### config.mk
export PLATFORM = sky130hd
export DESIGN_NAME = pwm2_sym_mod
export DESIGN_NICKNAME = d
export VERILOG_FILES = /design/src/rtl/pwm2_pkg.sv /design/src/rtl/pwm2_period_ctr.sv /design/src/rtl/pwm2_pair_collect.sv /design/src/rtl/pwm2_edge_sel.sv /design/src/rtl/pwm2_sym_mod.sv
export SDC_FILE = /design/constraint.sdc
export NUM_CORES = 1
export LEC_CHECK = 0
export BUFFER_PORTS_ARGS = -buffer_cell sky130_fd_sc_hd__buf_4
export CORE_MARGIN = 4
export CORE_UTILIZATION = 40
export DETAILED_ROUTE_END_ITERATION = 10
export HOLD_SLACK_MARGIN = 0.12
export PLACE_DENSITY = 0.58
export SETUP_SLACK_MARGIN = 0.5
export SLEW_MARGIN = 20
export SYNTH_ARGS = -nofsm -noshare
export SYNTH_HDL_FRONTEND = slang
export SYNTH_SLANG_ARGS = --single-unit
### constraint.sdc
create_clock -name clk -period 1.47 [get_ports clk]
set_clock_uncertainty 0.2 [all_clocks]
set_input_delay 0.147 -clock clk [delete_from_list [all_inputs] [get_ports clk]]
set_output_delay 0.147 -clock clk [all_outputs]
set_load 0.05 [all_outputs]
### src/rtl/pwm2_pkg.sv
// Shared types for the two-bit pulse-width symbol modulator.
// Assumes symbols are always two bits wide.
package pwm2_pkg;
    localparam int SYM_BITS = 2;
    localparam int SYM_VALUES = 1 << SYM_BITS;
    typedef logic [SYM_BITS-1:0] sym_t;
endpackage

### src/rtl/pwm2_period_ctr.sv
// Carrier period counter: counts oversampling ticks 0..PERIOD_TICKS-1 and
// flags the last tick of each period.
// Assumes PERIOD_TICKS >= 2.
module pwm2_period_ctr #(
    parameter int PERIOD_TICKS = 10,
    localparam int TW = $clog2(PERIOD_TICKS)
) (
    input  logic          clk,
    input  logic          rst_n,
    output logic [TW-1:0] tick,
    output logic          last_tick
);
    localparam logic [TW-1:0] LAST = TW'(PERIOD_TICKS - 1);

    // Purpose: last tick of the period, when the next symbol is chosen.
    assign last_tick = (tick == LAST);

    // Purpose: advance the tick and wrap at the end of the period.
    always_ff @(posedge clk) begin
        if (!rst_n)         tick <= '0;
        else if (last_tick) tick <= '0;
        else                tick <= tick + 1'b1;
    end
endmodule

### src/rtl/pwm2_pair_collect.sv
// Serial-to-symbol pairing: the first valid bit becomes the MSB, the
// second completes the symbol. The half-pair flag also serves as the
// bit-rate/2 level output.
// Assumes at most one bit per clock cycle.
module pwm2_pair_collect
    import pwm2_pkg::*;
(
    input  logic clk,
    input  logic rst_n,
    input  logic ser_bit,
    input  logic bit_valid,
    output logic pair_vld,
    output sym_t pair_sym,
    output logic half_held
);
    logic msb_q;

    // Purpose: hold the first bit of a pair and toggle the half-pair flag.
    always_ff @(posedge clk) begin
        if (!rst_n) begin
            msb_q     <= 1'b0;
            half_held <= 1'b0;
        end else if (bit_valid) begin
            if (!half_held) msb_q <= ser_bit;
            half_held <= !half_held;
        end
    end

    // Purpose: flag a completed pair in the cycle its second bit arrives.
    always_comb begin
        pair_vld = bit_valid && half_held;
        pair_sym = {msb_q, ser_bit};
    end
endmodule

### src/rtl/pwm2_edge_sel.sv
// Edge generator: builds one window line per candidate fall phase (each is
// high from tick 0 up to its phase) and selects one by symbol. The
// selected line is ORed with the period-start marker and gated by the
// active flag.
// Assumes PHASES-1 equals the number of symbol values and PERIOD_TICKS
// is a multiple of PHASES.
module pwm2_edge_sel
    import pwm2_pkg::*;
#(
    parameter int PERIOD_TICKS = 10,
    parameter int PHASES = 5,
    localparam int TW = $clog2(PERIOD_TICKS),
    localparam int STEP = PERIOD_TICKS / PHASES,
    localparam int NWIN = PHASES - 1
) (
    input  logic [TW-1:0] tick,
    input  sym_t          sym,
    input  logic          active,
    output logic          pwm
);
    logic [NWIN-1:0] win;
    logic            rise_mark;

    // Purpose: one delayed-carrier window per candidate fall phase.
    for (genvar k = 0; k < NWIN; k++) begin : g_win
        assign win[k] = (tick < TW'((k + 1) * STEP));
    end

    // Purpose: the rise at phase 0, ORed with the selected window.
    always_comb begin
        rise_mark = (tick == '0);
        pwm       = active && (rise_mark || win[sym]);
    end
endmodule

### src/rtl/pwm2_sym_mod.sv
// Top of the two-bit pulse-width symbol modulator. Pairs serial bits into
// symbols and keeps one symbol waiting. At each period boundary it either
// activates the waiting symbol or sends an empty period with underflow set.
// The output is decoded from registered state only.
// Assumes one bit per cycle at most and PERIOD_TICKS divisible by PHASES.
module pwm2_sym_mod
    import pwm2_pkg::*;
#(
    parameter int PERIOD_TICKS = 10,
    parameter int PHASES = 5,
    localparam int TW = $clog2(PERIOD_TICKS)
) (
    input  logic clk,
    input  logic rst_n,
    input  logic ser_bit,
    input  logic bit_valid,
    output logic pwm_out,
    output logic sym_accept,
    output logic half_rate,
    output logic underflow
);
    logic [TW-1:0] tick;
    logic          last_tick;
    logic          pair_vld;
    sym_t          pair_sym;
    logic          pend_vld;
    sym_t          pend_sym;
    logic          act_vld;
    sym_t          act_sym;

    pwm2_period_ctr #(.PERIOD_TICKS(PERIOD_TICKS)) u_ctr (
        .clk       (clk),
        .rst_n     (rst_n),
        .tick      (tick),
        .last_tick (last_tick)
    );

    pwm2_pair_collect u_pair (
        .clk       (clk),
        .rst_n     (rst_n),
        .ser_bit   (ser_bit),
        .bit_valid (bit_valid),
        .pair_vld  (pair_vld),
        .pair_sym  (pair_sym),
        .half_held (half_rate)
    );

    // Purpose: one-deep waiting slot; a newer pair overwrites an untaken one.
    always_ff @(posedge clk) begin
        if (!rst_n) begin
            pend_vld <= 1'b0;
            pend_sym <= '0;
        end else if (pair_vld) begin
            pend_vld <= 1'b1;
            pend_sym <= pair_sym;
        end else if (last_tick) begin
            pend_vld <= 1'b0;
        end
    end

    // Purpose: take the waiting symbol, or mark an empty period, at the boundary.
    always_ff @(posedge clk) begin
        if (!rst_n) begin
            act_vld    <= 1'b0;
            act_sym    <= '0;
            sym_accept <= 1'b0;
            underflow  <= 1'b0;
        end else begin
            sym_accept <= last_tick && pend_vld;
            if (last_tick) begin
                act_vld   <= pend_vld;
                underflow <= !pend_vld;
                if (pend_vld) act_sym <= pend_sym;
            end
        end
    end

    pwm2_edge_sel #(.PERIOD_TICKS(PERIOD_TICKS), .PHASES(PHASES)) u_edge (
        .tick   (tick),
        .sym    (act_sym),
        .active (act_vld),
        .pwm    (pwm_out)
    );
endmodule

==> out/metrics.yaml <==
status:
  status: "finished, violations left"
  failed_checks: "hold timing, setup timing"
placed_design:
  io_buffers: 7
  gp_congestion: 0.722
  numPlacedInstances: 84
  postPlaceCellArea_um2: 718
  hpwl_um: 778
  place_ws_ns: -0.0352
final_layout:
  fin_area_um2: 895
  final_common_cell: "dfxtp_1"
  final_core_util: 0.663
  final_nets: 84
  layout_common_cells: "dfxtp_1, buf_4, nand3_2, buf_8, dfxtp_2"
  drive_gt1_frac: 0.632
  final_cells: 91
  areaGrowthSynthToFinish_pct: 51.5
  n_antenna_cell: 0
yosys:
  synth_top_area_share: 0.475
  synth_top_area_cell: "dfxtp_1"
  avgSynthCellArea_um2: 10.0
  seq_area_frac_synth: 0.475
  synth_nets: 66
  netlist_area_um2: 591
  ys_ff_latch: 14
  ys_warn_count: 0
  synth_cells: 59
  synthTopCellsByArea: "dfxtp_1, ha_1, nand3_1"
  yosys.cell_types.count: 23
die:
  die_x_um: 46.4
  coreArea_um2: 1350
  fp.dieH_um: 46.4
  io_pins: 8
  num_rows: 13
  start_util: 0.437
  dieArea_um2: 2160
cts:
  clk_path_buf_depth: 2
  cts_made_buffers: 3
  clockRootBuffer: "clkbuf_4"
  cts_tree: "built"
  insertion_delay_ns: 0.27
  clkTransAtPathRegs_ns: 0.08
  cts_num_sinks: 14
  htree_levels: 1
pwr:
  p_total_mw: 0.806
  peakVddDrop_v: 0.000733
  p_leak_nw: 0.403
  powerDensity_nw_per_um2: 901
critical_path:
  critPathKind: "flip-flop to output pin"
  cp-end-kind: "output pin"
  cp.arrival_ns: 1.41
  required_ns: 1.12
  cp_max_fo: 2
  start_kind: "flip-flop"
route:
  drtIter0Drc: 2
  wl_um: 1090
  ant_nets: 0
  wl_per_cell_um: 12.0
  route.detailed.drc: 0
  vias_per_cell: 5.01
  drt-pass1-iter-count: 2
  vias: 456
timing:
  worstMarginPinSlew_ns: 0.327
  slew_violations: 0
  period_minus_slack_ns: 1.75
  finalHoldViolCount: 11
  tns_ns: -0.285
  rsz0062_at_grt: "true"
  setup_violations: 1
  setup_ws_ns: -0.285
  worst_hold_slack_ns: -0.0816
  post-route-period-util: 1.19
  relSlewSlack: 0.782
  fmax_mhz: 570
grt:
  grt_pass1_wl_um: 1750
  grtUsageTotal: 0.122
  grt_max_degree: 11
  grt_pass1_vias: 415
  grt_overflow: 0
  antenna_found_initial: 0
flow_run:
  maxCapViolations: 0
hold_path:
  hold_class: "input port to flip-flop"
==> timing repair <==
item,4_1_cts,5_1_grt
endpoints found under the setup margin,15,18
gates resized for setup,19,13
pin swaps,10,7
gates cloned,0,0
buffers inserted,1,2
endpoints found under the hold margin,13,13
==> logic make-up after synthesis <==
logic type,Yosys count,share of synthesized area
compound gates,9,0.0911
mux,1,0.0169
buf+inv,4,0.0318
fa+ha+maj,3,0.0636
simple gates,26,0.292
flops,14,0.475
xor+xnor,2,0.0297
==> cell type report <==
cell class	instances	area, um2
well taps	15	18.8
clock buffers	4	36.3
inverters	3	11.3
flip-flops and latches	14	289
multi-input cells	41	397
repair buffers	14	143
fillers	109	455
==> cell usage after synthesis <==
| cell | count |
|---|---|
| a21oi_1 | 3 |
| a31o_1 | 1 |
| and3_1 | 1 |
| and4b_2 | 1 |
| buf_4 | 1 |
| dfxtp_1 | 14 |
| ha_1 | 3 |
| inv_1 | 3 |
| mux2i_1 | 1 |
| nand2_1 | 6 |
| nand2b_1 | 2 |
| nand3_1 | 7 |
| nand3b_1 | 1 |
| nand3b_4 | 1 |
| nand4b_4 | 1 |
| nor2_1 | 4 |
| nor2_4 | 1 |
| nor3b_1 | 1 |
| o21ai_0 | 3 |
| o21bai_1 | 1 |
| o31ai_1 | 1 |
| xnor2_1 | 1 |
| xor2_1 | 1 |
==> where the power goes <==
part           switching [mW]  internal [mW]  leakage (nW)
logic                  0.0609         0.0664         0.265
clock network           0.120          0.151        0.0210
registers              0.0140          0.394         0.116
==> flip-flops by register name, summed over array words and instances, names as in the netlist <==
signal and cells:
act_sym 2, act_vld 1, pend_sym 2, pend_vld 1, sym_accept 1, u_ctr.tick 4, u_pair.half_held 1, u_pair.msb_q 1
underflow 1
==> path summary, 6_finish.rpt <==
path	startpoint	to	slack, ns	depth (start not counted)
hold / removal	ser_bit	u_pair.msb_q	-0.08	3
hold reg to reg	pend_sym[1]	act_sym[1]	0.26	2
setup / recovery	u_ctr.tick[1]	pwm_out	-0.28	6
setup reg to reg	u_ctr.tick[1]	act_vld	0.05	7
==> critical path, stage by stage, from the launching register on <==
cell and delay, ns:
dfxtp_2 0.34, inv_2 0.05, ha_4 0.15, nor3b_2 0.14, o21bai_1 0.07, and4b_2 0.23
buf_8 0.15
==> layer usage <==
metal / part of all wire / track usage / vias to the layer above / wire, um
met5: 0 / 0 / - / 0
met4: 0.012 / 0.0682 / 0 / 13
met3: 0.062 / 0.0469 / 2 / 67
met2: 0.45 / 0.179 / 10 / 489
met1: 0.48 / 0.150 / 205 / 519
li1: - / - / 239 / -
No activity file was read; power rests on OpenSTA's default activity.
